`config.mk`:
```
export PLATFORM = sky130hd
export DESIGN_NAME = qor_responder
export DESIGN_NICKNAME = d
export VERILOG_FILES = /design/src/rtl/qor_pkg.sv /design/src/rtl/qor_sampler.sv /design/src/rtl/qor_seq.sv /design/src/rtl/qor_store.sv /design/src/rtl/qor_drive.sv /design/src/rtl/qor_responder.sv
export SDC_FILE = /design/constraint.sdc
export NUM_CORES = 2
export LEC_CHECK = 0
export BUFFER_PORTS_ARGS = -buffer_cell sky130_fd_sc_hd__buf_4
export CELL_PAD_IN_SITES_DETAIL_PLACEMENT = 0
export CELL_PAD_IN_SITES_GLOBAL_PLACEMENT = 1
export CORE_MARGIN = 4
export CORE_UTILIZATION = 45
export DETAILED_ROUTE_END_ITERATION = 8
export PLACE_DENSITY = 0.65
export SYNTH_ARGS = -nofsm -noshare
export SYNTH_HDL_FRONTEND = slang
export SYNTH_SLANG_ARGS = --single-unit
```
`constraint.sdc`:
```
create_clock -name clk -period 3.1 [get_ports clk]
set_input_delay 0.465 -clock clk [delete_from_list [all_inputs] [get_ports clk]]
set_output_delay 0.465 -clock clk [all_outputs]
set_load 0.005 [all_outputs]
```
`src/rtl/qor_pkg.sv`:
```
package qor_pkg;

  localparam int CMD_BITS   = 8;
  localparam int ADDR_BITS  = 24;
  localparam int DUMMY_BITS = 8;
  localparam int HDR_BITS   = CMD_BITS + ADDR_BITS + DUMMY_BITS;
  localparam int CNT_W      = $clog2(HDR_BITS);

  typedef enum logic [2:0] {
    ST_CMD   = 3'd0,
    ST_ADDR  = 3'd1,
    ST_DUMMY = 3'd2,
    ST_DATA  = 3'd3,
    ST_DROP  = 3'd4
  } qor_state_e;

  // Selects the nibble of a byte that goes out on IO3..IO0.
  function automatic logic [3:0] pick_nibble(input logic [7:0] b, input logic low_half);
    return low_half ? b[3:0] : b[7:4];
  endfunction

  // Decides whether a completed opcode starts a quad read.
  function automatic logic cmd_accepted(input logic [7:0] opc, input logic [7:0] want,
                                        input logic qe, input logic bsy);
    return (opc == want) && qe && !bsy;
  endfunction

endpackage

```
`src/rtl/qor_sampler.sv`:
```
module qor_sampler (
  input  logic clk,
  input  logic rst_n,
  input  logic cs_n,
  input  logic sck,
  input  logic io0_in,
  output logic cs_q,
  output logic d_q,
  output logic sck_rise,
  output logic sck_fall
);
  logic sck_q;
  logic sck_qq;

  always_ff @(posedge clk or negedge rst_n) begin
    if (!rst_n) begin
      cs_q   <= 1'b1;
      d_q    <= 1'b0;
      sck_q  <= 1'b0;
      sck_qq <= 1'b0;
    end else begin
      cs_q   <= cs_n;
      d_q    <= io0_in;
      sck_q  <= sck;
      sck_qq <= sck_q;
    end
  end

  assign sck_rise = sck_q & ~sck_qq;
  assign sck_fall = ~sck_q & sck_qq;

endmodule

```
`src/rtl/qor_seq.sv`:
```
module qor_seq
  import qor_pkg::*;
#(
  parameter logic [7:0] OPCODE = 8'h6B,
  parameter int         AW     = 8
) (
  input  logic          clk,
  input  logic          rst_n,
  input  logic          cs_q,
  input  logic          d_q,
  input  logic          sck_rise,
  input  logic          sck_fall,
  input  logic          quad_en,
  input  logic          busy,
  output qor_state_e    state,
  output logic [AW-1:0] ptr,
  output logic          data_fall,
  output logic          nib_low,
  output logic          cmd_done
);
  localparam int SW = (AW - 1 > CMD_BITS - 1) ? AW - 1 : CMD_BITS - 1;

  logic [SW-1:0]    shreg;
  logic [CNT_W-1:0] bitcnt;
  logic             hdr_rise;
  logic             addr_done;
  logic             dummy_done;
  logic [7:0]       cmd_byte;
  logic [AW-1:0]    addr_low;

  function automatic logic [AW-1:0] step_ptr(input logic [AW-1:0] p);
    return p + 1'b1;
  endfunction

  assign hdr_rise   = sck_rise && (state == ST_CMD || state == ST_ADDR || state == ST_DUMMY);
  assign cmd_done   = sck_rise && state == ST_CMD && bitcnt == CNT_W'(CMD_BITS - 1);
  assign addr_done  = sck_rise && state == ST_ADDR && bitcnt == CNT_W'(CMD_BITS + ADDR_BITS - 1);
  assign dummy_done = sck_rise && state == ST_DUMMY && bitcnt == CNT_W'(HDR_BITS - 1);
  assign data_fall  = sck_fall && state == ST_DATA;
  assign cmd_byte   = {shreg[CMD_BITS-2:0], d_q};
  assign addr_low   = {shreg[AW-2:0], d_q};

  always_ff @(posedge clk or negedge rst_n) begin
    if (!rst_n) begin
      state   <= ST_CMD;
      bitcnt  <= '0;
      shreg   <= '0;
      ptr     <= '0;
      nib_low <= 1'b0;
    end else if (cs_q) begin
      state   <= ST_CMD;
      bitcnt  <= '0;
      nib_low <= 1'b0;
    end else begin
      if (hdr_rise) begin
        shreg  <= {shreg[SW-2:0], d_q};
        bitcnt <= bitcnt + 1'b1;
      end
      if (cmd_done) begin
        state <= cmd_accepted(cmd_byte, OPCODE, quad_en, busy) ? ST_ADDR : ST_DROP;
      end
      if (addr_done) begin
        ptr   <= addr_low;
        state <= ST_DUMMY;
      end
      if (dummy_done) begin
        state <= ST_DATA;
      end
      if (data_fall) begin
        nib_low <= ~nib_low;
        if (nib_low) ptr <= step_ptr(ptr);
      end
    end
  end

  // a cleared quad-enable bit turns the command away
  p_reject_cfg_r7: assert property (@(posedge clk) disable iff (!rst_n)
    (cmd_done && !cs_q && !quad_en) |=> state == ST_DROP);

  // a busy engine turns the command away
  p_reject_busy_r8: assert property (@(posedge clk) disable iff (!rst_n)
    (cmd_done && !cs_q && busy) |=> state == ST_DROP);

  // the index moves inside a read only after a completed byte
  p_ptr_step_r6: assert property (@(posedge clk) disable iff (!rst_n)
    (state == ST_DATA && $past(state) == ST_DATA && !$stable(ptr)) |-> $past(data_fall && nib_low));

  // the header counter never passes the header length
  p_hdr_bound_r2: assert property (@(posedge clk) disable iff (!rst_n)
    (state != ST_DATA) |-> bitcnt < CNT_W'(HDR_BITS));

endmodule

```
`src/rtl/qor_store.sv`:
```
module qor_store #(
  parameter int DEPTH = 256,
  parameter int AW    = $clog2(DEPTH)
) (
  input  logic          clk,
  input  logic          bd_we,
  input  logic [AW-1:0] bd_addr,
  input  logic [7:0]    bd_wdata,
  input  logic [AW-1:0] rd_addr,
  output logic [7:0]    rd_byte
);
  logic [7:0] mem [DEPTH];

  always_ff @(posedge clk) begin
    if (bd_we) mem[bd_addr] <= bd_wdata;
    rd_byte <= mem[rd_addr];
  end

endmodule

```
`src/rtl/qor_drive.sv`:
```
module qor_drive
  import qor_pkg::*;
(
  input  logic       clk,
  input  logic       rst_n,
  input  logic       cs_q,
  input  logic       data_fall,
  input  logic       nib_low,
  input  logic [7:0] rd_byte,
  output logic [3:0] io_out,
  output logic [3:0] io_oe
);
  always_ff @(posedge clk or negedge rst_n) begin
    if (!rst_n) begin
      io_out <= 4'h0;
      io_oe  <= 4'h0;
    end else if (cs_q) begin
      io_out <= 4'h0;
      io_oe  <= 4'h0;
    end else if (data_fall) begin
      io_out <= pick_nibble(rd_byte, nib_low);
      io_oe  <= 4'hF;
    end
  end

  // every data-phase fall leaves all four lines driven
  p_drive_all_r5: assert property (@(posedge clk) disable iff (!rst_n)
    (data_fall && !cs_q) |=> io_oe == 4'hF);

endmodule

```
`src/rtl/qor_responder.sv`:
```
module qor_responder
  import qor_pkg::*;
#(
  parameter logic [7:0] OPCODE = 8'h6B,
  parameter int         DEPTH  = 256,
  localparam int        AW     = $clog2(DEPTH)
) (
  input  logic          clk,
  input  logic          rst_n,
  input  logic          cs_n,
  input  logic          sck,
  input  logic          io0_in,
  input  logic          cfg_quad_en,
  input  logic          busy,
  input  logic          bd_we,
  input  logic [AW-1:0] bd_addr,
  input  logic [7:0]    bd_wdata,
  output logic [3:0]    io_out,
  output logic [3:0]    io_oe
);
  logic          cs_q;
  logic          d_q;
  logic          sck_rise;
  logic          sck_fall;
  qor_state_e    state;
  logic [AW-1:0] ptr;
  logic          data_fall;
  logic          nib_low;
  logic          cmd_done;
  logic [7:0]    rd_byte;

  qor_sampler u_smp (
    .clk(clk), .rst_n(rst_n), .cs_n(cs_n), .sck(sck), .io0_in(io0_in),
    .cs_q(cs_q), .d_q(d_q), .sck_rise(sck_rise), .sck_fall(sck_fall)
  );

  qor_seq #(.OPCODE(OPCODE), .AW(AW)) u_seq (
    .clk(clk), .rst_n(rst_n), .cs_q(cs_q), .d_q(d_q),
    .sck_rise(sck_rise), .sck_fall(sck_fall),
    .quad_en(cfg_quad_en), .busy(busy),
    .state(state), .ptr(ptr), .data_fall(data_fall),
    .nib_low(nib_low), .cmd_done(cmd_done)
  );

  qor_store #(.DEPTH(DEPTH), .AW(AW)) u_mem (
    .clk(clk), .bd_we(bd_we), .bd_addr(bd_addr), .bd_wdata(bd_wdata),
    .rd_addr(ptr), .rd_byte(rd_byte)
  );

  qor_drive u_drv (
    .clk(clk), .rst_n(rst_n), .cs_q(cs_q), .data_fall(data_fall),
    .nib_low(nib_low), .rd_byte(rd_byte), .io_out(io_out), .io_oe(io_oe)
  );

  // a sampled high chip select releases the lines on the next edge
  p_cs_release_r9: assert property (@(posedge clk) disable iff (!rst_n)
    cs_q |=> io_oe == 4'h0);

  // driving starts only after a data-phase falling edge
  p_first_drive_r2: assert property (@(posedge clk) disable iff (!rst_n)
    $rose(io_oe[0]) |-> $past(data_fall));

  // a turned-away command keeps the lines quiet
  p_drop_quiet_r3: assert property (@(posedge clk) disable iff (!rst_n)
    (state == ST_DROP) |-> io_oe == 4'h0);

endmodule

```
==> metrics.md <==
| Metric | Value |
|---|---|
| Share of the synthesized area in compound gates (AO/OA/AOI/OAI) | `under 10%` |
| Number of cells produced by synthesis | `3,994` |
| Floorplan core area | `180,500 um^2` |
| RSZ-0062 raised after global routing | `true` |
| WL final | `about 250,000 um` |
| Global-route wire length before repair | `341,500 um` |
| Clock transition at the registers of the reported paths | `0.06 ns` |
| Clock Skew | `0.06579 ns` |
| Commonest cells after routing, fill and taps aside | `edfxtp_1, buf_4, mux4_2, nor2_1, clkbuf_16` |
| Global routing usage summed across all routing layers | `26.00%` |
| Leading register cell type out of synthesis | `edfxtp_1` |
| Post-synthesis share of cell area spent on and, or, nand and nor gates | `2.941%` |
| Most common library cell in the layout ignoring fill and taps | `edfxtp_1` |
| Nature of the critical path startpoint | `register` |
| Result of the run | `complete, but fails checks` |
| Leakage power figure | `~31 nW` |
| DP HPWL | `157,700 um` |
| Vias in the first global route | `43,620` |
| Post-route ant nets | `0` |
| Setup Crit Path Kind | `reg2reg` |
| Max VDD drop | `around 0.00045 V` |
| Std-Cell Rows | `156` |
| Crit path buf inv count | `4` |
| Violated checks | `negative setup slack` |
| Die span in y | `433.9 um` |
| Deepest clock path buffer count | `3` |
| Largest fanout on the critical path | `14` |
| Share of the core filled with cells in the final layout | `a little over half` |
| Cell Area, Synth | `81,640 um^2` |
| TritonCTS clock tree | `yes` |
| Seq cells post-synth | `2,090` |
| Reg-to-reg slack, setup | `-0.04 ns` |
| Net count, final | `4,751` |
| Ratio of cells with drive above 1 in the final layout | `31.70%` |
| Total of buffers placed on input and output ports | `31` |
| XOR/XNOR share of the synthesized area | `less than 1%` |
| Class of the tightest hold or removal check | `in2async` |
| Max-slew violation count | `0` |
| Post-route DRC violation count | `0` |
| Total Die Area | `~190,000 um^2` |
| CP arrival | `3.88 ns` |
| Net count of the mapped netlist | `4,020` |
| Filler Cells Inserted | `13,870` |
| Hold Violations, Final | `0` |
| Mean area per synthesized cell | `just over 20 um^2` |
| Chip width | `approximately 430 um` |
| Synth-to-Final Area Change | `19.10%` |
| 1st-pass router iterations | `6` |
| Logic depth of the worst register-to-register path | `10` |
| Cells traversed along the worst timing path | `buf_6 -> buf_16 -> buf_12 -> buf_12 -> mux4_2 -> mux4_2 -> nand2_1 -> a32oi_1 -> o21ai_2 -> o32ai_1` |
| Clock period minus final worst setup slack | `3.142 ns` |
| Count of non-filler cells in the finished layout | `7,288` |
| Worst endpoint required time | `3.83 ns` |
| Multiplexer area fraction after synthesis | `14.71%` |
| Share of synthesized area occupied by flip-flops and latches | `between 70% and 80%` |
| CP Capture Type | `register` |
| Htree depth | `4` |
| GRT Residual Overflow | `0` |
| CP peak stage delay | `roughly 0.53 ns` |
| Clock root buffer | `clkbuf_16` |
| Instance count after placement with tap cells included | `6,857` |
| Power per unit of standard cell area | `591.6 nW/um^2` |
| Start of the worst register-to-register path | `u_seq.ptr[0]` |
| Worst-skew pair later-pin latency | `0.86 ns` |
| Weighted congestion at the end of routability-driven global placement | `0.8891` |
| Count of endpoints failing setup in the final report | `1` |
| Async set-or-reset flop fraction in the synthesized netlist | `1.627%` |
| Average wire per cell in the routed design | `33.70 um` |
| Capture point of the worst reg-to-reg path | `u_mem.rd_byte[3]` |
| Number of vias per cell after detailed routing | `6.091` |
| EDFF count, synth | `roughly 2,000` |
| Max-Cap Viols | `0` |
| Antenna violations before repair | `14` |
| Crit share post-route | `101.4%` |
| Total CTS buffers | `211` |
| Measured slew at the worst slew-check pin | `around 1.1 ns` |
| Worst Slack Setup Final | `-0.04212 ns` |
| Worst path slowest cell | `mux4_2` |
| Setup slack after placement | `-0.1681 ns` |
| Via count | `between 40,000 and 50,000` |
| Number of placed I/O pins | `32` |
| Pin count of the biggest net entering global routing | `123` |
| Worst slew margin | `approximately 27%` |
| Library cells used by synthesis | `81` |
| Initial Utilization | `45.22%` |
| Delay-heaviest family, CP | `multiplexers` |
| Clock net sink count | `~2,100` |
| Maximum frequency from static timing analysis | `318.3 MHz` |
| Synth warn | `0` |
| Area share of fa/ha/maj cells after synthesis | `0.03065%` |
| Post-route total power | `0.05752 W` |
| Detailed Route Iter0 Violations | `~6,000` |
| Dominant combinational cell family by area after synthesis | `multiplexers` |
[flip-flops by register name, summed over array words and instances, names as in the netlist]
signal and flops:
u_seq.state 3, u_smp.sck_qq 1, u_seq.bitcnt 6, u_seq.ptr 8, u_smp.sck_q 1, u_mem.mem 2048, u_smp.cs_q 1, u_drv.io_out 4
u_drv.io_oe 1, u_smp.d_q 1, u_seq.nib_low 1, u_mem.rd_byte 8, u_seq.shreg 7
[synthesized netlist by cell type, types with 11 or more instances]
master | instances | area, um^2
a211oi_1 | 28 | 210.2
a21oi_1 | 93 | 465.5
a221oi_1 | 39 | 341.6
a22o_1 | 12 | 105.1
a22oi_1 | 72 | 540.5
a31oi_1 | 17 | 106.4
buf_12 | 11 | 220.2
buf_2 | 55 | 275.3
buf_4 | 28 | 210.2
buf_6 | 24 | 270.3
clkbuf_1 | 106 | 397.9
dfrtp_1 | 33 | 825.8
edfxtp_1 | 2048 | 61500
mux2_2 | 13 | 146.4
mux2i_1 | 211 | 2112
mux4_1 | 11 | 289.0
mux4_2 | 420 | 9459
nand2_1 | 99 | 371.6
nand2b_1 | 11 | 68.82
nand3_1 | 47 | 235.2
nand4_1 | 17 | 106.4
nor2_1 | 325 | 1220
nor2b_1 | 19 | 118.9
nor3_1 | 11 | 55.05
o21ai_0 | 26 | 130.1
o221ai_1 | 22 | 192.7
o22ai_1 | 26 | 162.7
[metrics by stage]
stage,hold WS (ns),setup TNS [ns],cell area (um^2)
2_1_floorplan,0.1694,0,81640
3_3_place_gp,0.4326,-0.7147,89720
3_5_place_dp,0.4263,-0.7597,89720
4_1_cts,0.08569,-0.01922,96820
5_1_grt,0.1357,-0.04622,97230
6_report,0.1277,-0.04212,97230
[cell families after synthesis]
group | count (synthesis)
AOI/OAI and AO/OA | 428
xor gates and xnor gates | 6
adders and majority gates | 2
buffers and inverters | 253
DFF | 2090
muxes | 655
and+or+nand+nor | 560
[power by group]
group	switching (W)	internal, W	total [W]
clock network	0.0109	0.0145	0.0255
logic	0.000709	0.000183	0.000892
registers	0.0000650	0.0311	0.0312
[what timing repair did]
action,in CTS,in global routing
hold buffers,5,0
resized for setup,22,33
cloned,0,2
hold endpoints to repair,49,0
endpoints found under the setup margin,7,8
pin swaps,1,3
buffers inserted,1,17
[layer usage]
| metal | vias up | global-route usage, % | share of wire, % |
|---|---|---|---|
| met3 | 393 | 5.706 | 9.5 |
| li1 | 18090 | - | - |
| met5 | - | 0 | 0 |
| met1 | 23570 | 37.00 | 40 |
| met4 | 0 | 9.425 | 3.9 |
| met2 | 2337 | 39.86 | 46 |
[how the worst max path moves through the flow]
stage	startpoint	to	slack (ns)	cells after the start
floorplan	u_seq.ptr[0]	u_mem.rd_byte[7]	0.68	7
global placement	u_seq.ptr[0]	u_mem.rd_byte[7]	-0.15	8
detailed placement	u_seq.ptr[0]	u_mem.rd_byte[2]	-0.17	10
CTS	u_seq.ptr[0]	u_mem.rd_byte[5]	-0.02	11
global route	u_seq.ptr[0]	u_mem.rd_byte[1]	-0.02	13
finish	u_seq.ptr[0]	u_mem.rd_byte[3]	-0.04	10
[cell type report]
class / count / area (um^2) / area share [%]
Sequential cell: 2090 / 62530 / 64.31
Multi-Input combinational cell: 1651 / 17830 / 18.33
Timing Repair Buffer: 763 / 6928 / 7.125
Clock buffer: 260 / 5474 / 5.630
Tap cell: 2370 / 2965 / 3.050
Clock inverter: 137 / 1459 / 1.500
Inverter: 8 / 30.03 / 0.03088
Antenna cell: 9 / 22.52 / 0.02316
Power figures use the tool's default switching activity.
